File: config.mk
export PLATFORM = sky130hd
export DESIGN_NAME = stk_cpu
export DESIGN_NICKNAME = d
export VERILOG_FILES = /design/src/rtl/stk_cpu_pkg.sv /design/src/rtl/stk_cpu_alu.sv /design/src/rtl/stk_cpu_stack.sv /design/src/rtl/stk_cpu_ctrl.sv /design/src/rtl/stk_cpu.sv
export SDC_FILE = /design/constraint.sdc
export NUM_CORES = 1
export LEC_CHECK = 0
export ABC_AREA = 1
export BUFFER_PORTS_ARGS = -buffer_cell sky130_fd_sc_hd__buf_4
export CORE_MARGIN = 4
export CORE_UTILIZATION = 65
export CTS_BUF_LIST = sky130_fd_sc_hd__clkbuf_8
export CTS_CLUSTER_DIAMETER = 200
export CTS_CLUSTER_SIZE = 40
export DETAILED_ROUTE_END_ITERATION = 6
export GPL_TIMING_DRIVEN = 0
export PLACE_DENSITY_LB_ADDON = 0.12
export SYNTH_ARGS = -nofsm -noshare
export SYNTH_HDL_FRONTEND = slang
export SYNTH_SLANG_ARGS = --single-unit
File: constraint.sdc
create_clock -name clk_i -period 4.9 [get_ports clk_i]
set_clock_uncertainty 0.15 [all_clocks]
set_input_delay 0.49 -clock clk_i [delete_from_list [all_inputs] [get_ports clk_i]]
set_output_delay 0.49 -clock clk_i [all_outputs]
set_load 0.005 [all_outputs]
File: src/rtl/stk_cpu_pkg.sv
package stk_cpu_pkg;
  typedef enum logic [1:0] {
    OP_NAND  = 2'b00,
    OP_SHR   = 2'b01,
    OP_STORE = 2'b10,
    OP_LIT   = 2'b11
  } op_e;

  typedef enum logic [1:0] {
    ST_FETCH,
    ST_LOAD,
    ST_EXEC,
    ST_LITW
  } state_e;

  typedef enum logic [2:0] {
    SK_HOLD,
    SK_PUSH,
    SK_POP1,
    SK_REPL,
    SK_POP3
  } stk_op_e;
endpackage

File: src/rtl/stk_cpu_alu.sv
module stk_cpu_alu #(
  parameter int DW = 16
) (
  input  logic [DW-1:0] t_i,
  input  logic [DW-1:0] n_i,
  input  logic          carry_i,
  output logic [DW-1:0] nand_o,
  output logic [DW-1:0] shr_o,
  output logic          shr_c_o
);
  assign nand_o  = ~(t_i & n_i);
  assign shr_o   = {carry_i, t_i[DW-1:1]};
  assign shr_c_o = t_i[0];
endmodule

File: src/rtl/stk_cpu_stack.sv
module stk_cpu_stack
  import stk_cpu_pkg::*;
#(
  parameter int DW    = 16,
  parameter int DEPTH = 8
) (
  input  logic          clk_i,
  input  logic          rst_ni,
  input  stk_op_e       op_i,
  input  logic [DW-1:0] val_i,
  output logic [DW-1:0] t_o,
  output logic [DW-1:0] n_o,
  output logic [DW-1:0] below_o
);
  localparam int PW = $clog2(DEPTH);

  logic [DW-1:0] stk_q [DEPTH];
  logic [DW-1:0] t_q, n_q;
  logic [PW-1:0] sp_q;

  assign t_o     = t_q;
  assign n_o     = n_q;
  assign below_o = stk_q[sp_q];

  always_ff @(posedge clk_i or negedge rst_ni) begin
    if (!rst_ni) begin
      t_q  <= '0;
      n_q  <= '0;
      sp_q <= '0;
      for (int i = 0; i < DEPTH; i++) stk_q[i] <= '0;
    end else begin
      unique case (op_i)
        SK_PUSH: begin
          stk_q[sp_q + PW'(1)] <= n_q;
          sp_q <= sp_q + PW'(1);
          n_q  <= t_q;
          t_q  <= val_i;
        end
        SK_POP1: begin
          t_q  <= val_i;
          n_q  <= stk_q[sp_q];
          sp_q <= sp_q - PW'(1);
        end
        SK_REPL: t_q <= val_i;
        SK_POP3: begin
          t_q  <= stk_q[sp_q - PW'(1)];
          n_q  <= stk_q[sp_q - PW'(2)];
          sp_q <= sp_q - PW'(3);
        end
        default: ;
      endcase
    end
  end
endmodule

File: src/rtl/stk_cpu_ctrl.sv
module stk_cpu_ctrl
  import stk_cpu_pkg::*;
#(
  parameter int DW = 16
) (
  input  logic          clk_i,
  input  logic          rst_ni,
  input  logic [DW-1:0] t_i,
  input  logic [DW-1:0] n_i,
  input  logic [DW-1:0] below_i,
  input  logic [DW-1:0] rdata_i,
  input  logic [DW-1:0] nand_i,
  input  logic [DW-1:0] shr_i,
  input  logic          shr_c_i,
  output logic          carry_o,
  output stk_op_e       stk_op_o,
  output logic [DW-1:0] stk_val_o,
  output logic [DW-1:0] mem_addr_o,
  output logic [DW-1:0] mem_wdata_o,
  output logic          mem_we_o
);
  localparam int SLOTS = DW / 2;
  localparam int SW    = $clog2(SLOTS);

  state_e        state_q, state_d;
  logic [DW-1:0] pc_q, pc_d, ir_q, ir_d;
  logic [SW-1:0] slot_q, slot_d;
  logic          carry_q, carry_d;
  logic          adv;
  op_e           cur_op;
  logic          is_pc, do_jump, do_wr;

  assign cur_op      = op_e'(ir_q[{slot_q, 1'b0} +: 2]);
  assign is_pc       = (below_i == '1);
  assign do_jump     = is_pc && (t_i == '1);
  assign do_wr       = !is_pc && (t_i == '0);
  assign carry_o     = carry_q;
  assign mem_wdata_o = n_i;

  always_comb begin
    state_d    = state_q;
    pc_d       = pc_q;
    ir_d       = ir_q;
    slot_d     = slot_q;
    carry_d    = carry_q;
    stk_op_o   = SK_HOLD;
    stk_val_o  = nand_i;
    mem_addr_o = pc_q;
    mem_we_o   = 1'b0;
    adv        = 1'b0;
    unique case (state_q)
      ST_FETCH: state_d = ST_LOAD;
      ST_LOAD: begin
        ir_d    = rdata_i;
        pc_d    = pc_q + DW'(1);
        slot_d  = '0;
        state_d = ST_EXEC;
      end
      ST_EXEC: begin
        unique case (cur_op)
          OP_NAND: begin
            stk_op_o = SK_POP1;
            adv      = 1'b1;
          end
          OP_SHR: begin
            stk_op_o  = SK_REPL;
            stk_val_o = shr_i;
            carry_d   = shr_c_i;
            adv       = 1'b1;
          end
          OP_STORE: begin
            stk_op_o = SK_POP3;
            if (do_wr) begin
              mem_we_o   = 1'b1;
              mem_addr_o = below_i;
            end
            if (do_jump) begin
              pc_d    = n_i;
              state_d = ST_FETCH;
            end else begin
              adv = 1'b1;
            end
          end
          OP_LIT: state_d = ST_LITW;
          default: ;
        endcase
      end
      ST_LITW: begin
        stk_op_o  = SK_PUSH;
        stk_val_o = rdata_i;
        pc_d      = pc_q + DW'(1);
        adv       = 1'b1;
      end
      default: state_d = ST_FETCH;
    endcase
    if (adv) begin
      if (slot_q == SW'(SLOTS - 1)) begin
        state_d = ST_FETCH;
      end else begin
        slot_d  = slot_q + SW'(1);
        state_d = ST_EXEC;
      end
    end
  end

  always_ff @(posedge clk_i or negedge rst_ni) begin
    if (!rst_ni) begin
      state_q <= ST_FETCH;
      pc_q    <= '0;
      ir_q    <= '0;
      slot_q  <= '0;
      carry_q <= 1'b0;
    end else begin
      state_q <= state_d;
      pc_q    <= pc_d;
      ir_q    <= ir_d;
      slot_q  <= slot_d;
      carry_q <= carry_d;
    end
  end
endmodule

File: src/rtl/stk_cpu.sv
module stk_cpu
  import stk_cpu_pkg::*;
#(
  parameter int DW    = 16,
  parameter int DEPTH = 8
) (
  input  logic          clk_i,
  input  logic          rst_ni,
  output logic [DW-1:0] mem_addr_o,
  output logic [DW-1:0] mem_wdata_o,
  output logic          mem_we_o,
  input  logic [DW-1:0] mem_rdata_i
);
  logic [DW-1:0] t, n, below, stk_val, nand_v, shr_v;
  logic          carry, shr_c;
  stk_op_e       stk_op;

  stk_cpu_ctrl #(.DW(DW)) u_ctrl (
    .clk_i      (clk_i),
    .rst_ni     (rst_ni),
    .t_i        (t),
    .n_i        (n),
    .below_i    (below),
    .rdata_i    (mem_rdata_i),
    .nand_i     (nand_v),
    .shr_i      (shr_v),
    .shr_c_i    (shr_c),
    .carry_o    (carry),
    .stk_op_o   (stk_op),
    .stk_val_o  (stk_val),
    .mem_addr_o (mem_addr_o),
    .mem_wdata_o(mem_wdata_o),
    .mem_we_o   (mem_we_o)
  );

  stk_cpu_stack #(.DW(DW), .DEPTH(DEPTH)) u_stack (
    .clk_i  (clk_i),
    .rst_ni (rst_ni),
    .op_i   (stk_op),
    .val_i  (stk_val),
    .t_o    (t),
    .n_o    (n),
    .below_o(below)
  );

  stk_cpu_alu #(.DW(DW)) u_alu (
    .t_i    (t),
    .n_i    (n),
    .carry_i(carry),
    .nand_o (nand_v),
    .shr_o  (shr_v),
    .shr_c_o(shr_c)
  );
endmodule

==> results of run 1 <==
## power by group through the flow
stage	Sequential, W	Clock [W]	Combinational (W)
3_3_place_gp	0.00315	0	0.00618
2_1_floorplan	0.00295	0	0.00426
4_1_cts	0.00313	0.000714	0.00639
6_report	0.00319	0.000735	0.00679
5_1_grt	0.00325	0.000774	0.00729
3_5_place_dp	0.00317	0	0.00636
## state kept, by name, summed over array words and instances (netlist names)
signal	cells
u_stack.stk_q	128
u_ctrl.ir_q	16
u_ctrl.pc_q	16
u_stack.n_o	16
u_stack.t_o	16
u_ctrl.slot_q	3
u_stack.sp_q	3
u_ctrl.state_q	2
u_ctrl.carry_o	1
## cell usage after synthesis
| cell type | instances | share of area |
|---|---|---|
| nand2_1 | 688 | 0.21 |
| o21ai_0 | 251 | 0.10 |
| dfrtp_1 | 201 | 0.41 |
| nand3_1 | 135 | 0.055 |
| inv_1 | 108 | 0.033 |
| nor2_1 | 74 | 0.023 |
| clkbuf_1 | 61 | 0.019 |
| a21oi_1 | 59 | 0.024 |
| nand4_1 | 33 | 0.017 |
| buf_2 | 26 | 0.011 |
| o21ai_1 | 18 | 0.0074 |
| buf_1 | 17 | 0.0052 |
| o21ai_2 | 17 | 0.012 |
| a221o_1 | 15 | 0.012 |
| nand3b_1 | 12 | 0.0074 |
| ha_1 | 10 | 0.010 |
| xor2_1 | 9 | 0.0064 |
| buf_4 | 8 | 0.0049 |
| inv_2 | 6 | 0.0018 |
| nor4_1 | 6 | 0.0031 |
| buf_6 | 5 | 0.0046 |
| nor3_1 | 4 | 0.0016 |
| a211oi_1 | 3 | 0.0018 |
| a31oi_1 | 3 | 0.0015 |
| a32o_1 | 3 | 0.0025 |
| nor2_2 | 3 | 0.0015 |
| xnor2_1 | 3 | 0.0021 |
| a21boi_0 | 1 | 0.00061 |
| a21o_1 | 1 | 0.00061 |
| a2bb2oi_1 | 1 | 0.00072 |
| clkbuf_2 | 1 | 0.00041 |
| nand2_2 | 1 | 0.00051 |
| nand3_2 | 1 | 0.00082 |
| nor2_4 | 1 | 0.00092 |
| o2111ai_1 | 1 | 0.00072 |
| o211ai_1 | 1 | 0.00061 |
| or2_2 | 1 | 0.00051 |
## layout make-up
cell class	count	area [µm²]	area share
multi-input cells	1355	6220	0.470
flip-flops and latches	201	5030	0.380
repair buffers	66	561	0.0424
plain buffers	118	546	0.0412
inverters	114	428	0.0323
well taps	229	287	0.0217
clock buffers	9	124	0.00936
clock inverters	2	33.8	0.00255
## per-layer routing
metal | up-vias | part of all wire | global-route usage
met1 | 6320 | 0.36 | 0.596
met3 | 262 | 0.15 | 0.111
met5 | - | 0.00028 | 0
met2 | 1229 | 0.41 | 0.621
li1 | 5974 | - | -
met4 | 2 | 0.077 | 0.241
## what timing repair did
action / in CTS / in global routing
hold buffers: 15 / 0
hold endpoints to repair: 137 / 0
gates resized for setup: 0 / 2
endpoints found under the setup margin: 0 / 1
setup buffers: 0 / 0
## stage by stage
stage | cell area (µm²) | setup slack (ns) | power (W) | hold WS, ns | util
floorplan | 12200 | 2.00 | 0.00721 | 0.0444 | -
global placement | 12900 | 0.667 | 0.00933 | 0.300 | 0.708
detailed placement | 12900 | 0.615 | 0.00953 | 0.304 | 0.710
finish | 13200 | 0.198 | 0.0107 | -0.0232 | 0.727
CTS | 13200 | 0.430 | 0.0102 | 0.00604 | 0.727
global route | 13200 | 0.194 | 0.0113 | 0.0110 | 0.727
## cells by family (layout without fill, tap and decap cells)
| kind of cell | Yosys count | after routing | share of synthesized area |
|---|---|---|---|
| buffers and inverters | 232 | 309 | 0.0795 |
| AO/OA/AOI/OAI | 374 | 374 | 0.168 |
| flip-flops | 201 | 201 | 0.411 |
| AND/OR/NAND/NOR | 959 | 959 | 0.322 |
| adder cells (fa/ha/maj) | 10 | 10 | 0.0102 |
| XOR/XNOR | 12 | 12 | 0.00860 |
## worst paths after layout
path | end | slack [ns] | depth (start not counted)
setup / recovery | u_stack.stk_q[36]$_DFFE_PN0P_ | 0.20 | 14
min in group asynchronous | u_stack.stk_q[115]$_DFFE_PN0P_ | 0.42 | 2
setup reg to reg | u_stack.stk_q[36]$_DFFE_PN0P_ | 0.20 | 14
hold reg to reg | u_ctrl.ir_q[15]$_DFFE_PN0P_ | 0.37 | 2
max in group asynchronous | u_stack.stk_q[20]$_DFFE_PN0P_ | 3.10 | 3
hold / removal | u_ctrl.ir_q[8]$_DFFE_PN0P_ | -0.02 | 3
## worst max-delay path, stage by stage, from the launching register on
cell and delay (ns):
dfrtp_1 0.45, buf_4 0.18, inv_2 0.07, buf_6 0.14, buf_4 0.20, buf_2 0.30, buf_1 0.58, ha_1 0.28
clkbuf_1 0.58, clkbuf_2 0.44, nor2_1 0.11, nand2_1 0.20, buf_1 0.61, nand2_1 0.10, o21ai_0 0.11
==> out/metrics.yaml, run 1 <==
ant_nets: 0
leakage_nw: 6.29
p_int_w: 0.00465
finalCriticalPeriod_ns: 4.70
timing_worst_slew_pin_value_ns: 0.923
powerDensity_nw_per_um2: 810
worstPathRequired_ns: 5.13
tritoncts: "built"
start_util: 0.671
seqPwrFrac: 0.298
final-max-slew-violation-count: 0
crit_path_max_fanout: 10
drt_pass1_iterations: 7
fin_crit_sh: 0.960
critical_path_class: "flop to flop"
die_y_um: 145
via_per_inst: 6.58
drive_gt1_frac: 0.0708
violations: "DRC, hold timing"
dieArea_um2: 21100
synth_area_per_cell_um2: 6.84
grt_pass1_wl_mm: 72.0
drc_errors: 9
vias: 13800
hold_ws_ns: -0.0232
slew_headroom: 0.385
clock.fmax_ghz: 0.213
yosysUniqueCellTypes: 37
critPathLaunch: "u_stack.sp_q[0]$_DFFE_PN0P_"
layout_commonest_cell: "nand2_1"
critPathLaunchType: "flop"
diodes: 0
yosysSeqAreaShare: 0.411
drv_cap: 0
min_from: "mem_rdata_i[8]"
cts_root_buf: "clkbuf_8"
pwr-share-clk: 0.069
gp_congestion: 1.11
antenna_found_initial: 1
hold_violations: 2
coreArea_um2: 18200
final_cells: 2094
overflow: 0
rows: 49
min_path_type: "input pin to flop"
synth_cells: 1788
wl_per_cell_um: 22.3
final_cell_mix: "nand2_1, o21ai_0, dfrtp_1, nand3_1, inv_1"
syn2layout_area_growth_pct: 8.23
io_buffers: 50
vdd_drop_max_uv: 428
clockBufferDepth: 3
grt_max_degree: 125
clkSinkCount: 201
placedCellCount: 2068
ys_seq_elements: 201
p_comb_frac: 0.634
outcome: "finished, violations left"
grt_pass1_vias: 12700
arrival_ns: 4.93
numCtsBuffers: 9
sw_frac_of_total: 0.567
grt_setup_unrepaired: "no"
drt-initial-drc-count: 2282
ys_warn_count: 0
switching_power_w: 0.00608
grtUsageTotal: 0.431
setup_viol: 0
synth.cell_area_um2: 12200
dp_hpwl_mm: 33.9
die_w_um: 145
nets: 1893
fillers: 1495
path_clk_slew_ns: 0.24
ioPinCount: 51
setup_tns_ns: 0
clock_latency_ns: 0.59
totalWireLength_mm: 46.8
syn_nets: 1816
htreeDepth: 1
endpoint_kind: "flop"
reg2reg_from: "u_stack.sp_q[0]$_DFFE_PN0P_"
(Power assumes the default switching activity.)
==> run 2: changes to the inputs <==
==> constraint.sdc (replaced) <==
create_clock -name clk_i -period 4.9 [get_ports clk_i]
set_clock_uncertainty 0.15 [all_clocks]
set_input_delay 0.245 -clock clk_i [delete_from_list [all_inputs] [get_ports clk_i]]
set_output_delay 0.245 -clock clk_i [all_outputs]
set_load 0.005 [all_outputs]
==> out/metrics.yaml, run 2 (same netlist as run 1, synthesis figures left out) <==
outcome: "finished, violations left"
violations: "DRC"
max_stage_delay_ns: 0.60  # about the same
leakage_nw: 6.30  # +0.13%
cts_root_buf: "clkbuf_8"
io_buffers: 50  # unchanged
timing_worst_slew_pin_value_ns: 0.912  # -0.0107 ns
via_per_inst: 6.59  # about the same
drt_pass1_iterations: 7  # unchanged
nets: 1895  # +0.11%
slowest_stage: "buf_1"
finalCriticalPeriod_ns: 4.67  # -0.0335 ns
cp_cell_sequence: "buf_4, inv_2, buf_6, buf_4, buf_2, buf_1, ha_1, clkbuf_1, clkbuf_2, nor2_1, nand2_1, buf_1, nand2_1, o21ai_0"
vdd_drop_max_uv: 425  # -0.71%
grt_max_degree: 125  # unchanged
grt_setup_unrepaired: "no"
final_cell_mix: "nand2_1, o21ai_0, dfrtp_1, nand3_1, inv_1"
arrival_ns: 4.90  # -0.03 ns
layout_commonest_cell: "nand2_1"
worstPathRequired_ns: 5.13  # about the same
grt_util_met2: 0.617  # -0.00352
largest_reg_flops: 128  # unchanged
drc_errors: 1  # -8
antenna_found_initial: 1  # unchanged
grtUsageTotal: 0.431  # about the same
clock.fmax_ghz: 0.214  # +0.72%
start_util: 0.671  # unchanged
grt_use_met1: 0.596  # +0.000780
gp_congestion: 1.11  # unchanged
syn2layout_area_growth_pct: 8.39
endpoint_kind: "flop"
powerDensity_nw_per_um2: 807  # -0.37%
slew_headroom: 0.392  # +0.00712
die_w_um: 145  # unchanged
crit_path_max_fanout: 10  # unchanged
diodes: 0  # unchanged
gr-usage-met3: 0.112  # +0.000935
hold_ws_ns: 0.165  # +0.188 ns
totalWireLength_mm: 46.4  # -0.76%
vias: 13800  # +0.15%
hold_violations: 0  # -2
drv_cap: 0  # unchanged
wl_per_cell_um: 22.1  # -0.85%
path_clk_slew_ns: 0.24  # about the same
ioPinCount: 51  # unchanged
drive_gt1_frac: 0.0707  # -0.0000758
grt_busiest_layer: "met2"
numCtsBuffers: 9  # unchanged
grt_pass1_vias: 12700  # -0.087%
setup_tns_ns: 0  # unchanged
grt_pass1_wl_mm: 72.0  # about the same
die_y_um: 145  # unchanged
tritoncts: "built"
fin_crit_sh: 0.953  # -0.00684
min_path_type: "input pin to async pin"
ant_nets: 0  # unchanged
coreArea_um2: 18200  # unchanged
htreeDepth: 1  # unchanged
rows: 49  # unchanged
overflow: 0  # unchanged
critical_path_class: "flop to flop"
clock_latency_ns: 0.59  # about the same
drt-initial-drc-count: 2160  # -5.3%
regMostFlops: "u_stack.stk_q"
dieArea_um2: 21100  # unchanged
clockBufferDepth: 3  # unchanged
critPathLaunchType: "flop"
clkSinkCount: 201  # unchanged
setup_viol: 0  # unchanged
dp_hpwl_mm: 33.9  # unchanged
final-max-slew-violation-count: 0  # unchanged
## run 2: stage by stage
step	utilization	total power, W	std cells	setup WS (ns)	area (µm²)
5_1_grt	0.728	0.0113	2096	0.194	13300
2_1_floorplan	-	0.00721	1788	2.00	12200
4_1_cts	0.728	0.0102	2096	0.430	13300
3_5_place_dp	0.710	0.00953	2068	0.615	12900
6_report	0.728	0.0107	2096	0.232	13300
3_3_place_gp	0.708	0.00933	2067	0.667	12900
## run 2: power breakdown
group | internal, W | switching (W) | total (W)
sequential | 0.00245 | 0.000741 | 0.00319
combinational | 0.00202 | 0.00476 | 0.00678
clock | 0.000183 | 0.000550 | 0.000733
total | 0.00465 | 0.00605 | 0.0107
## run 2: worst max-delay path, delay by kind of cell, from the launching register on
kind	cells	cell delay (ns)
AND/OR/NAND/NOR	3	0.40
flip-flops	1	0.45
AO/OA/AOI/OAI	1	0.11
buffers and inverters	9	3.05
adder cells (fa/ha/maj)	1	0.29
## run 2: layout make-up
class / instances / area [µm²]
Timing Repair Buffer: 68 / 581
Clock buffer: 9 / 124
Sequential cell: 201 / 5030
Buffer: 118 / 546
Multi-Input combinational cell: 1355 / 6220
Fill cell: 1491 / 4960
Tap cell: 229 / 287
Clock inverter: 2 / 33.8
Inverter: 114 / 428
## run 2: layer usage
layer,vias to the layer above,share of wire
met3,257,0.15
met5,-,0.00017
met2,1226,0.41
met1,6338,0.36
met4,2,0.073
li1,5984,-
## run 2: path summary, 6_finish.rpt
path / start / end / slack (ns) / cells past startpoint
worst max-delay path: u_stack.sp_q[0]$_DFFE_PN0P_ / u_stack.stk_q[36]$_DFFE_PN0P_ / 0.23 / 14
worst min-delay path: rst_ni / u_stack.stk_q[115]$_DFFE_PN0P_ / 0.16 / 2
worst max register to register: u_stack.sp_q[0]$_DFFE_PN0P_ / u_stack.stk_q[36]$_DFFE_PN0P_ / 0.23 / 14
worst min register to register: u_ctrl.ir_q[13]$_DFFE_PN0P_ / u_ctrl.ir_q[13]$_DFFE_PN0P_ / 0.35 / 2
max in group asynchronous: rst_ni / u_stack.stk_q[20]$_DFFE_PN0P_ / 3.36 / 3
min in group clk_i: mem_rdata_i[15] / u_ctrl.ir_q[15]$_DFFE_PN0P_ / 0.26 / 4
## run 2: repair_timing
item                                    in CTS  in global routing
hold buffers                                17                  0
endpoints found under the setup margin       0                  1
gates resized for setup                      0                  2
setup buffers                                0                  0
hold endpoints to repair                   155                  0
